**src/rtl/pgt_pkg.sv**
```systemverilog
package pgt_pkg;
  localparam int unsigned MODE_EN_BIT   = 12;
  localparam int unsigned MODE_CONT_BIT = 10;
  localparam int unsigned MODE_OD_BIT   = 9;
  localparam int unsigned MODE_IRQ_BIT  = 8;
  localparam int unsigned MODE_MS_W     = 3;
  localparam logic [MODE_MS_W-1:0] MS_TIMER = 3'd4;

  typedef enum logic [1:0] {
    SEL_MODE   = 2'd0,
    SEL_COUNT  = 2'd1,
    SEL_STATUS = 2'd2,
    SEL_NONE   = 2'd3
  } reg_sel_e;
endpackage

```
**src/rtl/pgt_divstage.sv**
```systemverilog
// Up-counter that wraps when it reaches limit-1; limit 0 means 2**W.
module pgt_divstage #(
  parameter int unsigned W = 16
) (
  input  logic         clk_i,
  input  logic         rst_ni,
  input  logic         run_i,
  input  logic         step_i,
  input  logic [W-1:0] limit_i,
  output logic         wrap_o
);
  logic [W-1:0] cnt_q;
  logic [W-1:0] last;

  assign last   = limit_i - W'(1);
  assign wrap_o = run_i && step_i && (cnt_q == last);

  always_ff @(posedge clk_i or negedge rst_ni) begin
    if (!rst_ni)         cnt_q <= '0;
    else if (!run_i)     cnt_q <= '0;
    else if (wrap_o)     cnt_q <= '0;
    else if (step_i)     cnt_q <= cnt_q + W'(1);
  end


  idle_hold_chk: assert property (@(posedge clk_i) disable iff (!rst_ni)
    !run_i |=> (cnt_q == '0));


  cnt_bound_chk: assert property (@(posedge clk_i) disable iff (!rst_ni)
    (run_i && limit_i != '0 && $stable(limit_i)) |-> (cnt_q < limit_i));
endmodule

```
**src/rtl/pgt_regs.sv**
```systemverilog
module pgt_regs
  import pgt_pkg::*;
#(
  parameter int unsigned PRE_W = 16,
  parameter int unsigned CNT_W = 16
) (
  input  logic             clk_i,
  input  logic             rst_ni,
  input  logic             we_i,
  input  reg_sel_e         sel_i,
  input  logic [31:0]      wdata_i,
  output logic [31:0]      rdata_o,
  input  logic             expire_i,
  output logic             run_o,
  output logic             cont_o,
  output logic             irq_en_o,
  output logic [PRE_W-1:0] pre_o,
  output logic [CNT_W-1:0] cnt_o,
  output logic             flag_o
);
  localparam int unsigned CW = PRE_W + CNT_W;

  logic                 en_q, cont_q, od_q, irq_q, flag_q;
  logic [MODE_MS_W-1:0] ms_q;
  logic [CW-1:0]        count_q;
  logic                 mode_wr, count_wr, clr_req;

  assign mode_wr  = we_i && (sel_i == SEL_MODE);
  assign count_wr = we_i && (sel_i == SEL_COUNT);
  assign clr_req  = we_i && (sel_i == SEL_STATUS) && wdata_i[0];

  always_ff @(posedge clk_i or negedge rst_ni) begin
    if (!rst_ni) begin
      en_q   <= 1'b0;
      cont_q <= 1'b0;
      od_q   <= 1'b0;
      irq_q  <= 1'b0;
      ms_q   <= '0;
    end else if (mode_wr) begin
      en_q   <= wdata_i[MODE_EN_BIT];
      cont_q <= wdata_i[MODE_CONT_BIT];
      od_q   <= wdata_i[MODE_OD_BIT];
      irq_q  <= wdata_i[MODE_IRQ_BIT];
      ms_q   <= wdata_i[MODE_MS_W-1:0];
    end else if (expire_i && !cont_q) begin
      en_q   <= 1'b0;
    end
  end

  always_ff @(posedge clk_i or negedge rst_ni) begin
    if (!rst_ni)        count_q <= '0;
    else if (count_wr)  count_q <= wdata_i[CW-1:0];
  end

  // Set has priority over a same-edge clear.
  always_ff @(posedge clk_i or negedge rst_ni) begin
    if (!rst_ni)       flag_q <= 1'b0;
    else if (expire_i) flag_q <= 1'b1;
    else if (clr_req)  flag_q <= 1'b0;
  end

  always_comb begin
    rdata_o = '0;
    unique case (sel_i)
      SEL_MODE: begin
        rdata_o[MODE_EN_BIT]     = en_q;
        rdata_o[MODE_CONT_BIT]   = cont_q;
        rdata_o[MODE_OD_BIT]     = od_q;
        rdata_o[MODE_IRQ_BIT]    = irq_q;
        rdata_o[MODE_MS_W-1:0]   = ms_q;
      end
      SEL_COUNT:  rdata_o[CW-1:0] = count_q;
      SEL_STATUS: rdata_o[0]      = flag_q;
      default:    rdata_o         = '0;
    endcase
  end

  assign run_o    = en_q && (ms_q == MS_TIMER);
  assign cont_o   = cont_q;
  assign irq_en_o = irq_q;
  assign pre_o    = count_q[CW-1:CNT_W];
  assign cnt_o    = count_q[CNT_W-1:0];
  assign flag_o   = flag_q;


  one_shot_off_chk: assert property (@(posedge clk_i) disable iff (!rst_ni)
    (expire_i && !cont_q && !mode_wr) |=> !en_q);


  flag_sticky_chk: assert property (@(posedge clk_i) disable iff (!rst_ni)
    (flag_q && !clr_req) |=> flag_q);


  flag_set_chk: assert property (@(posedge clk_i) disable iff (!rst_ni)
    expire_i |=> flag_q);
endmodule

```
**src/rtl/pgt_timer.sv**
```systemverilog
module pgt_timer
  import pgt_pkg::*;
#(
  parameter int unsigned PRE_W  = 16,
  parameter int unsigned CNT_W  = 16,
  parameter int unsigned ADDR_W = 4
) (
  input  logic              clk_i,
  input  logic              rst_ni,
  input  logic              reg_we_i,
  input  logic [ADDR_W-1:0] reg_addr_i,
  input  logic [31:0]       reg_wdata_i,
  output logic [31:0]       reg_rdata_o,
  output logic              irq_o
);
  localparam int unsigned HI_W = ADDR_W - 4;

  reg_sel_e         sel;
  logic             run, cont, irq_en, flag, tick, expire, reload;
  logic [PRE_W-1:0] pre_reg, act_pre_q;
  logic [CNT_W-1:0] cnt_reg, act_cnt_q;

  generate
    if (HI_W > 0) begin : g_hi_dec
      assign sel = (reg_addr_i[ADDR_W-1:4] == '0) ? reg_sel_e'(reg_addr_i[3:2]) : SEL_NONE;
    end else begin : g_flat_dec
      assign sel = reg_sel_e'(reg_addr_i[3:2]);
    end
  endgenerate

  pgt_regs #(.PRE_W(PRE_W), .CNT_W(CNT_W)) u_regs (
    .clk_i    (clk_i),
    .rst_ni   (rst_ni),
    .we_i     (reg_we_i),
    .sel_i    (sel),
    .wdata_i  (reg_wdata_i),
    .rdata_o  (reg_rdata_o),
    .expire_i (expire),
    .run_o    (run),
    .cont_o   (cont),
    .irq_en_o (irq_en),
    .pre_o    (pre_reg),
    .cnt_o    (cnt_reg),
    .flag_o   (flag)
  );

  // Working copy: follows the register while idle, refreshed only on reload.
  assign reload = !run || (expire && cont);

  always_ff @(posedge clk_i or negedge rst_ni) begin
    if (!rst_ni) begin
      act_pre_q <= '0;
      act_cnt_q <= '0;
    end else if (reload) begin
      act_pre_q <= pre_reg;
      act_cnt_q <= cnt_reg;
    end
  end

  pgt_divstage #(.W(PRE_W)) u_prescale (
    .clk_i   (clk_i),
    .rst_ni  (rst_ni),
    .run_i   (run),
    .step_i  (1'b1),
    .limit_i (act_pre_q),
    .wrap_o  (tick)
  );

  pgt_divstage #(.W(CNT_W)) u_period (
    .clk_i   (clk_i),
    .rst_ni  (rst_ni),
    .run_i   (run),
    .step_i  (tick),
    .limit_i (act_cnt_q),
    .wrap_o  (expire)
  );

  assign irq_o = flag && irq_en;


  shadow_hold_chk: assert property (@(posedge clk_i) disable iff (!rst_ni)
    (run && !expire) |=> ($stable(act_pre_q) && $stable(act_cnt_q)));


  cont_rearm_chk: assert property (@(posedge clk_i) disable iff (!rst_ni)
    (expire && cont && !(reg_we_i && sel == SEL_MODE)) |=> run);


  expire_gate_chk: assert property (@(posedge clk_i) disable iff (!rst_ni)
    expire |-> (run && tick));
endmodule

```
**config.mk**
```make
export PLATFORM = sky130hd
export DESIGN_NAME = pgt_timer
export DESIGN_NICKNAME = d
export VERILOG_FILES = /design/src/rtl/pgt_pkg.sv /design/src/rtl/pgt_divstage.sv /design/src/rtl/pgt_regs.sv /design/src/rtl/pgt_timer.sv
export SDC_FILE = /design/constraint.sdc
export NUM_CORES = 1
export LEC_CHECK = 0
export CORE_MARGIN = 1.5
export CORE_UTILIZATION = 44
export CTS_CLUSTER_SIZE = 24
export DETAILED_ROUTE_END_ITERATION = 7
export PLACE_DENSITY = 0.64
export SYNTH_ARGS = -nofsm -noshare
export SYNTH_HDL_FRONTEND = slang
export SYNTH_SLANG_ARGS = --single-unit
```
**constraint.sdc**
```tcl
create_clock -name clk_i -period 7.06 [get_ports clk_i]
set_clock_uncertainty 0.1 [all_clocks]
set_input_delay 1.412 -clock clk_i [delete_from_list [all_inputs] [get_ports clk_i]]
set_output_delay 1.412 -clock clk_i [all_outputs]
set_load 0.03 [all_outputs]
```
# ---- Yosys cells after proc, flatten, opt, wreduce, memory -nomap -nowiden
# Index checks and enable logic that the tools add are counted.
dict set report word_totals {
  output_inout_bits 33
  ff_bits 104
  word_cells 54
}
dict set report op_classes {
  muxes 16
  n_eq_ne 6
  n_addsub 4
  n_reduce_logical 17
}
# cell n
set ops {}
lappend ops {{2-to-1 mux 16 bit} 5}
lappend ops {{adder 16 x 1 -> 16 bit (second input constant)} 2}
lappend ops {{equality test 16 bit} 2}
lappend ops {{subtractor 16 x 1 -> 16 bit (second input constant)} 2}
lappend ops {{2-to-1 mux 19 bit} 1}
lappend ops {{logical AND 1 bit} 11}
lappend ops {{case mux 3 bit (2 select lines)} 1}
lappend ops {{2-to-1 mux 1 bit} 5}
lappend ops {{2-to-1 mux 5 bit} 1}
lappend ops {{case mux 2 bit (2 select lines)} 1}
lappend ops {{nonzero test 2 bit} 2}
lappend ops {{equality test 3 bit (second input constant)} 1}
lappend ops {{inequality test 3 bit (second input constant)} 1}
lappend ops {{case mux 1 bit (3 select lines)} 1}
lappend ops {{equality test 2 x 1 -> 1 bit (second input constant)} 1}
lappend ops {{equality test 2 bit (second input constant)} 1}
lappend ops {{zero test 1 bit} 2}
lappend ops {{zero test 2 bit} 1}
lappend ops {{case mux 1 bit (2 select lines)} 1}
lappend ops {{logical OR 1 bit} 1}

# ---- Longest topological paths before layout
# Gate-level depths: netlist (run 1).
dict set report depth {
  word_depth 8
  depth_mapped 12
  mapped_depth_nobuf 10
}

# ---- Hierarchy
# A second synthesis (run 1) with hierarchy kept.
dict set report hier_totals {
  cells_unflattened 539
  area_unflattened_um2 6087.1
}
# mod area_each_um2 n_inst cells_per_inst
set by_module_without_submodules {}
lappend by_module_without_submodules {pgt_divstage 1453.9 2 167}
lappend by_module_without_submodules {pgt_regs 1955.6 1 135}
lappend by_module_without_submodules {pgt_timer 1223.7 1 70}

# ---- Worst setup path after synthesis (run 1)
# OpenSTA, ideal clock, no wires.
dict set report synth_timing {
  kind {input port to output port}
  from {in reg_addr_i[2]}
  to {out reg_rdata_o[0]}
  path_stages 5
  arrival_ps 2737
  slack_ps 2811
  n_path_buf 2
  path_cell_list {clkbuf_1 > nor2b_1 > clkbuf_1 > nand2_1 > o21ai_0}
}
dict set report synth_between {
  elab_chain_len 2
  word_cells_on_any_way 4
}
# element line
set synth_rtl {}
lappend synth_rtl {{start, declared} pgt_timer.sv:11} ;# input logic [ADDR_W-1:0] reg_addr_i,
lappend synth_rtl {{equality test 2 bit (tied with other cells)} pgt_regs.sv:64} ;# unique case (sel_i)
lappend synth_rtl {{case mux 1 bit (3 select lines) *} pgt_regs.sv:64}
lappend synth_rtl {{end, declared} pgt_timer.sv:13} ;# output logic [31:0] reg_rdata_o,
# Mark *: on every way between the ends. The rest lies on a longest branch, timed or not.

# ---- Worst setup path after layout (run 1)
dict set report layout_timing {
  from {in reg_addr_i[2]}
  to {out reg_rdata_o[15]}
}
dict set report layout_between {
  elab_chain_len 2
}
# element line
set layout_rtl {}
lappend layout_rtl {{equality test 2 x 1 -> 1 bit} pgt_regs.sv:64}
lappend layout_rtl {{2-to-1 mux 19 bit} pgt_regs.sv:64}
# Every way passes these cells.

==> impl_metrics.yaml, run 1 <==
routing:
  drt_first_pass_iters: 4
  ant_nets: 0
  wl_um: 13600
  viasPerCell: 5.55
  post-route-drc-count: 0
  drt_iter0_drc: 299
  via_count: 4453
  wire_per_inst_um: 16.9
placement:
  placedCellCount: 786
  placed_area_um2: 6780
  io_buffers: 69
  post-place-ws_ns: 1.81
  gp_congestion: 0.869
  dp_hpwl_um: 9810
global_route:
  grt_max_degree: 78
  grt_pass1_wl_um: 23000
  grtUsageTotal: 0.202
  grt_overflow_total: 0
  grt_pass1_vias: 4386
  antenna_found_initial: 0
clock_network:
  htreeDepth: 3
  cts_inserted_buffers: 9
  clock-sinks: 104
  clk_path_buf_depth: 2
  ctsResizeCount: 0
  insertion_delay_ns: 0.35
  cts_tree: "yes"
  root_buffer: "clkbuf_16"
  hold_buffers: 0
  cts.clk_slew.worst_paths_ns: 0.07
  cts_setup_buffers: 0
synthesis:
  synth_top_family_by_area: "simple AND/OR/NAND/NOR gates"
  ys.flop_type: "dfrtp_1"
  async_reset_ff_frac: 1.00
  ys_seq_elements: 104
  synth_warnings: 0
  synthDistinctLibCells: 58
  yosysSeqAreaShare: 0.433
  synth_fa_ha_area_frac: 0.00834
  synth_edf_count: 0
  netlist_instances: 564
  synth.cell_area_um2: 6000
  yosys-top-cells-count: "dfrtp_1 (104), nor2_1 (48), mux2_2 (40), xnor2_1 (33), mux2_4 (30)"
  synth-simple-area-share: 0.196
  yosysMostFrequentCell: "dfrtp_1"
  synth_top_area_share: 0.433
  synth_xor_area_frac: 0.0817
  synth-compound-area-share: 0.0827
  synth.area.top_cells: "dfrtp_1 (43%), mux2_2 (7.5%), mux2_4 (7.5%)"
  synth_area_leader_cell: "dfrtp_1"
  synth.area.mux_share: 0.165
  syn_area_per_cell_um2: 10.6
  syn-num-nets: 607
power:
  comb_power_share: 0.252
  pwr-share-clk: 0.294
  p_leak_nw: 2.80
  p_total_mw: 1.76
  switchingPower_mw: 0.560
  ir_drop_mv: 0.139
  cellPowerDensity_nw_per_um2: 248
  seq_power_share: 0.454
  swShare: 0.318
  p_int_mw: 1.20
timing:
  min_period_over_period: 0.739
  period_needed_ns: 5.22
  report.final.slew_viol_count: 0
  slew_headroom: 0.357
  finalSetupTns_ns: 0
  fin_ws_ns: 1.84
  rsz0062_at_grt: "no"
  whs_ns: 0.414
  hold_violations: 0
  setup_viol: 0
  worst_pin_slew_ns: 0.964
  fmax_mhz: 192
run_status:
  status: "completed"
worst_hold_path:
  min_to: "u_regs.od_q"
  min_from: "u_regs.od_q"
  min_path_cells: 1
  hp-class: "reg -> reg"
critical_path:
  crit_arrival_ns: 3.70
  timing.rr.end: "u_period.cnt_q[1]"
  start_kind: "input pin"
  crit_path_end_kind: "primary output"
  reg2reg_from: "act_pre_q[0]"
  rrSetupSlack_ns: 3.01
  path_max_fanout: 23
  path_class: "in -> out"
  ff2ff_path_depth: 9
  worstPathRequired_ns: 5.55
finish:
  post-route-cell-area_um2: 7090
  utilization: 0.533
  drive_above_1_share: 0.158
  diodes: 0
  nets: 664
  fin_cells: 802
  fill_cells: 1153
  areaGrowthSynthToFinish_pct: 18.0
floorplanning:
  dieArea_um2: 14400
  row_count: 42
  core_um2: 13300
  die_w_um: 120
  ios: 72
  start_util: 0.452
  die-height_um: 120
job:
  maxCapViolations: 0
==> final cells by class <==
cell class | instances | area, µm² | share of cell area
Clock inverter | 6 | 75.1 | 0.0106
Multi-Input combinational cell | 423 | 3200 | 0.452
Sequential cell | 104 | 2600 | 0.367
Inverter | 10 | 37.5 | 0.00530
Timing Repair Buffer | 73 | 718 | 0.101
Clock buffer | 10 | 229 | 0.0323
Tap cell | 176 | 220 | 0.0311
==> registers in the layout (all words and copies together), names as in the netlist <==
| signal | count |
|---|---|
| u_regs.count_q | 32 |
| act_cnt_q | 16 |
| act_pre_q | 16 |
| u_period.cnt_q | 16 |
| u_prescale.cnt_q | 16 |
| u_regs.ms_q | 3 |
| u_regs.cont_o | 1 |
| u_regs.en_q | 1 |
| u_regs.flag_o | 1 |
| u_regs.irq_en_o | 1 |
| u_regs.od_q | 1 |
==> logic make-up after synthesis <==
group / count (synthesis)
adders and majority gates: 4
AOI/OAI and AO/OA: 68
and+or+nand+nor: 216
xor gates and xnor gates: 56
muxes: 79
DFF: 104
buffers and inverters: 37
==> layout by cell type (no fill, tap or decap), types with 2 or more instances in the layout <==
master	Yosys	layout
and3_1	9	9
xor2_1	23	23
a21boi_0	7	7
xnor2_1	33	33
inv_6	0	2
and2_1	27	27
nand2b_1	4	4
or3_1	3	3
and4b_1	3	3
ha_1	4	4
inv_1	10	10
o31ai_1	4	4
dfrtp_1	104	104
mux2i_1	9	9
a21oi_1	6	6
clkbuf_16	0	9
mux2_4	30	30
mux2_2	40	40
a22o_1	3	3
o21ai_0	17	17
o21ai_1	3	3
a311o_1	2	2
nor3b_1	7	7
nor2_1	48	48
a32o_1	8	8
or2_2	3	3
nor3_1	14	14
nand3_1	27	27
clkdlybuf4s50_1	0	68
a31oi_1	5	5
nor4b_1	3	3
nor4_1	12	12
a41oi_1	2	2
o2bb2ai_1	2	2
nand4_1	9	9
nand4b_1	2	2
or4_1	5	5
buf_4	0	5
nor2b_1	4	4
nand2_1	28	28
==> power groups by stage <==
stage | registers [mW] | clock network (mW) | logic, mW
after detailed placement | 0.810 | 0 | 0.444
final | 0.799 | 0.517 | 0.444
after CTS | 0.798 | 0.527 | 0.448
after floorplan | 0.759 | 0 | 0.355
after global placement | 0.805 | 0 | 0.436
after global routing | 0.815 | 0.557 | 0.486
==> critical path, cell delays in order <==
cell	delay, ns
clkdlybuf4s50_1	0.77
nor2b_1	0.34
buf_4	0.30
and2_1	0.19
clkdlybuf4s50_1	0.69
==> routing by layer <==
layer,vias to the layer above,part of all wire,track usage
met4,0,0.014,0.0692
met2,117,0.43,0.292
met5,-,0,0
met3,14,0.057,0.0366
li1,2152,-,-
met1,2170,0.50,0.303
==> worst max path at each step <==
stage	start	to	cells after the start
finish	reg_addr_i[2]	reg_rdata_o[15]	5
global route	reg_addr_i[2]	reg_rdata_o[15]	5
CTS	reg_addr_i[2]	reg_rdata_o[15]	5
detailed placement	reg_addr_i[2]	reg_rdata_o[15]	5
global placement	reg_addr_i[2]	reg_rdata_o[15]	5
floorplan	reg_addr_i[2]	reg_rdata_o[0]	5
No activity file was read; power rests on OpenSTA's default activity.
==> run 2, diff against run 1 <==
Clock period 7.06 ns to 4.85 ns, I/O delays scaled along.
==> run 2 against run 1 <==
  * Critical path depth grew 1
  * Power increased by 44%
  * Clock power up 38%
  * Final area is 0.37% higher
  * Die area unchanged
  * Sequential power is 45% higher
==> impl_metrics.yaml, run 2 (synthesized netlist as in run 1, its figures left out) <==
run_status:
  status: "completed"
floorplanning:
  die-height_um: 120
  core_um2: 13300
  die_w_um: 120
  dieArea_um2: 14400
  start_util: 0.452
  ios: 72
  row_count: 42
power:
  p_leak_nw: 2.81
  p_total_mw: 2.53
  ir_drop_mv: 0.203
  cellPowerDensity_nw_per_um2: 356
clock_network:
  cts_tree: "yes"
  root_buffer: "clkbuf_16"
  ctsResizeCount: 0
  clk_path_buf_depth: 2
  insertion_delay_ns: 0.36
  cts_setup_buffers: 0
  htreeDepth: 3
  clock-sinks: 104
  cts.clk_slew.worst_paths_ns: 0.07
  cts_inserted_buffers: 9
  hold_buffers: 0
job:
  maxCapViolations: 0
routing:
  post-route-drc-count: 0
  top_layer: "met4"
  wl_um: 14000
  wl_met2_um: 6150
  ant_nets: 0
  drt-met1-wl_um: 6930
  viasPerCell: 5.69
  wl_met3_um: 664
  drt_first_pass_iters: 5
  wire_per_inst_um: 17.4
  via_count: 4582
  drt_iter0_drc: 242
global_route:
  antenna_found_initial: 0
  grt_max_degree: 79
  grt_pass1_vias: 4493
  grt_overflow_total: 0
  grtUsageTotal: 0.205
  grt_pass1_wl_um: 23300
placement:
  gp_congestion: 0.872
  dp_hpwl_um: 10100
  io_buffers: 69
  post-place-ws_ns: 0.835
finish:
  largest-register: "u_regs.count_q"
  areaGrowthSynthToFinish_pct: 18.5
  final_common_cell: "dfrtp_1"
  multiInputGateArea_um2: 3200
  largest_reg_flops: 32
  diodes: 0
  seq_area_um2: 2600
  final_cell_mix: "dfrtp_1 (104), clkdlybuf4s50_1 (68), nor2_1 (48)"
  drive_above_1_share: 0.162
  nets: 667
  fill_cells: 1161
critical_path:
  start_kind: "input pin"
  path_max_fanout: 20
  crit_arrival_ns: 2.93
  worstPathRequired_ns: 3.78
  ff2ff_path_depth: 9
  path_class: "in -> out"
  crit_path_end_kind: "primary output"
worst_hold_path:
  min_path_cells: 1
  hp-class: "reg -> reg"
timing:
  period_needed_ns: 4.00
  fin_ws_ns: 0.845
  fmax_mhz: 250
  worst_pin_slew_ns: 0.992
  setup_viol: 0
  min_period_over_period: 0.826
  rsz0062_at_grt: "no"
  report.final.slew_viol_count: 0
  finalSetupTns_ns: 0
  hold_violations: 0
  slew_headroom: 0.339
run 2: final timing paths:
check	startpoint	to	slack (ns)
max in group asynchronous	rst_ni	u_period.cnt_q[2]	3.02
min reg2reg	u_regs.od_q	u_regs.od_q	0.41
max	reg_addr_i[3]	reg_rdata_o[0]	0.85
max reg2reg	act_pre_q[0]	u_period.cnt_q[1]	0.91
min in group asynchronous	rst_ni	u_regs.count_q[28]	0.65
min	u_regs.od_q	u_regs.od_q	0.41
run 2: critical path, cell delays in order:
cell and delay [ns]:
clkdlybuf4s50_1 0.59, nor2b_1 0.25, buf_4 0.24, nand2_1 0.07
o21ai_0 0.09, clkdlybuf4s50_1 0.71
run 2: through the flow:
| step | std cells | hold slack [ns] | instance area (µm²) | utilization |
|---|---|---|---|---|
| 2_1_floorplan | 564 | 0.380 | 6000 | - |
| 3_3_place_gp | 789 | 0.396 | 6820 | 0.513 |
| 3_5_place_dp | 789 | 0.404 | 6820 | 0.513 |
| 4_1_cts | 805 | 0.420 | 7110 | 0.535 |
| 5_1_grt | 805 | 0.435 | 7110 | 0.535 |
| 6_report | 805 | 0.414 | 7110 | 0.535 |
run 2: per-layer routing:
metal,up-vias,global-route usage
li1,2161,-
met1,2275,0.307
met2,132,0.300
met3,14,0.0318
met4,0,0.0737
met5,-,0
run 2: where the power goes:
part / leakage, nW / internal (mW) / switching (mW)
Sequential: 1.30 / 0.993 / 0.170
Clock: 0.141 / 0.372 / 0.343
Combinational: 1.37 / 0.346 / 0.310
Total: 2.81 / 1.71 / 0.822
run 2: final cells by class:
cell class	instances	area share
multi-input cells	423	0.450
flip-flops and latches	104	0.366
repair buffers	76	0.106
clock buffers	11	0.0341
well taps	176	0.0310
clock inverters	5	0.00739
inverters	10	0.00528
==> run 3, diff against run 2 <==
Settings changed: PLACE_DENSITY 0.64 to 0.67.
Clock period 4.85 ns to 3.4 ns, I/O delays scaled along.
==> run 3 against run 2 <==
  * Combinational power increased by 52%
  * Clock-buffer cell count decreased by 2
  * Flip-flop and latch count unchanged
  * Worst hold slack got worse by 0.095 ns
  * Largest cell class unchanged
  * Clock power increased by 50%
  * Final area increased by 1.9%
  * Global-route usage about the same
==> impl_metrics.yaml, run 3 (synthesized netlist as in run 1, its figures left out) <==
finish:
  utilization: 0.545
  largest_reg_flops: 32
  diodes: 0
  multiInputGateArea_um2: 3260
  fin_cells: 822
  final_common_cell: "dfrtp_1"
  nets: 685
  post-route-cell-area_um2: 7250
  largest-register: "u_regs.count_q"
  drive_above_1_share: 0.238
  fill_cells: 1151
  final_cell_mix: "dfrtp_1 (102), nor2_1 (48), buf_4 (48)"
  seq_area_um2: 2610
  areaGrowthSynthToFinish_pct: 20.7
routing:
  wl_met2_um: 6360
  wire_per_inst_um: 17.3
  post-route-drc-count: 0
  top_layer: "met4"
  ant_nets: 0
  drt-met1-wl_um: 6990
  via_count: 4587
  viasPerCell: 5.58
  wl_met3_um: 682
  drt_first_pass_iters: 4
  wl_um: 14200
  drt_iter0_drc: 304
floorplanning:
  row_count: 42
  die-height_um: 120
  core_um2: 13300
  ios: 72
  start_util: 0.452
  die_w_um: 120
  dieArea_um2: 14400
timing:
  hold_violations: 0
  period_needed_ns: 3.28
  min_period_over_period: 0.965
  setup_viol: 0
  finalSetupTns_ns: 0
  worst_pin_slew_ns: 0.833
  fin_ws_ns: 0.117
  slew_headroom: 0.445
  report.final.slew_viol_count: 0
  rsz0062_at_grt: "no"
  fmax_mhz: 305
global_route:
  grtUsageTotal: 0.205
  grt_pass1_wl_um: 23400
  grt_max_degree: 66
  grt_overflow_total: 0
  grt_pass1_vias: 4515
  antenna_found_initial: 0
critical_path:
  path_class: "reg -> reg"
  crit_arrival_ns: 3.42
  worstPathRequired_ns: 3.54
  start_kind: "flop"
  path_max_fanout: 16
  crit_path_end_kind: "flop"
clock_network:
  clock-sinks: 104
  htreeDepth: 3
  cts_inserted_buffers: 9
  insertion_delay_ns: 0.35
  cts_tree: "yes"
  hold_buffers: 0
  clk_path_buf_depth: 2
  cts.clk_slew.worst_paths_ns: 0.07
  root_buffer: "clkbuf_16"
placement:
  io_buffers: 69
  post-place-ws_ns: 0.00994
  placed_area_um2: 6870
  gp_congestion: 0.881
  dp_hpwl_um: 10100
  placedCellCount: 803
power:
  p_leak_nw: 2.96
  cellPowerDensity_nw_per_um2: 511
  ir_drop_mv: 0.338
run_status:
  status: "completed"
worst_hold_path:
  hp-class: "in -> async"
job:
  maxCapViolations: 0
==> run 3: cell types whose count changed in the layout (fill, tap and decap cells not counted), sizes merged, moves of 2 or more <==
cell,before,now
inv,11,13
clkdlybuf4s50,68,42
clkbuf,11,9
buf,8,50
o31a,1,3
==> run 3: path summary, 6_finish.rpt <==
| kind | start | depth (start not counted) | end | slack, ns |
|---|---|---|---|---|
| max | act_cnt_q[2] | 8 | act_cnt_q[0] | 0.12 |
| min | rst_ni | 1 | u_regs.count_q[29] | 0.32 |
| max reg2reg | act_cnt_q[2] | 8 | act_cnt_q[0] | 0.12 |
| min reg2reg | u_regs.od_q | 1 | u_regs.od_q | 0.41 |
| max in group asynchronous | rst_ni | 2 | act_pre_q[2] | 2.14 |
| min in group clk_i | u_regs.od_q | 1 | u_regs.od_q | 0.41 |
==> run 3: worst max-delay path: stages, from the launching register on <==
cell and delay, ns:
dfrtp_1 0.47, or4_1 0.57, nor3_1 0.22, or4b_1 0.48, a31oi_1 0.24, a211oi_2 0.08, nand4_1 0.23, o31a_4 0.39
mux2_2 0.37
==> run 3: stage by stage <==
step	total power [mW]	hold slack (ns)
global placement	2.60	0.396
floorplan	2.31	0.284
CTS	3.71	0.359
detailed placement	2.64	0.395
global route	3.90	0.394
finish	3.71	0.319
==> run 3: per-layer routing <==
layer  global-route usage  vias up
li1                     -     2196
met4               0.0588        0
met3               0.0352       16
met2                0.312      124
met1                0.300     2251
met5                    0        -
==> run 3: what timing repair did <==
action / in CTS / in global routing
gates resized for setup: 0 / 10
gates cloned: 0 / 2
pin swaps: 1 / 5
setup endpoints to repair: 32 / 39
buffers inserted: 0 / 2
==> run 3: area by class of cell <==
type,count,area share
Clock buffer,9,0.0311
Timing Repair Buffer,92,0.113
Inverter,10,0.00518
Sequential cell,104,0.359
Tap cell,176,0.0304
Multi-Input combinational cell,425,0.450
Clock inverter,6,0.0105
==> run 3: power by group <==
group	internal [mW]	switching, mW
sequential	1.42	0.226
clock	0.580	0.485
combinational	0.525	0.473
total	2.52	1.18
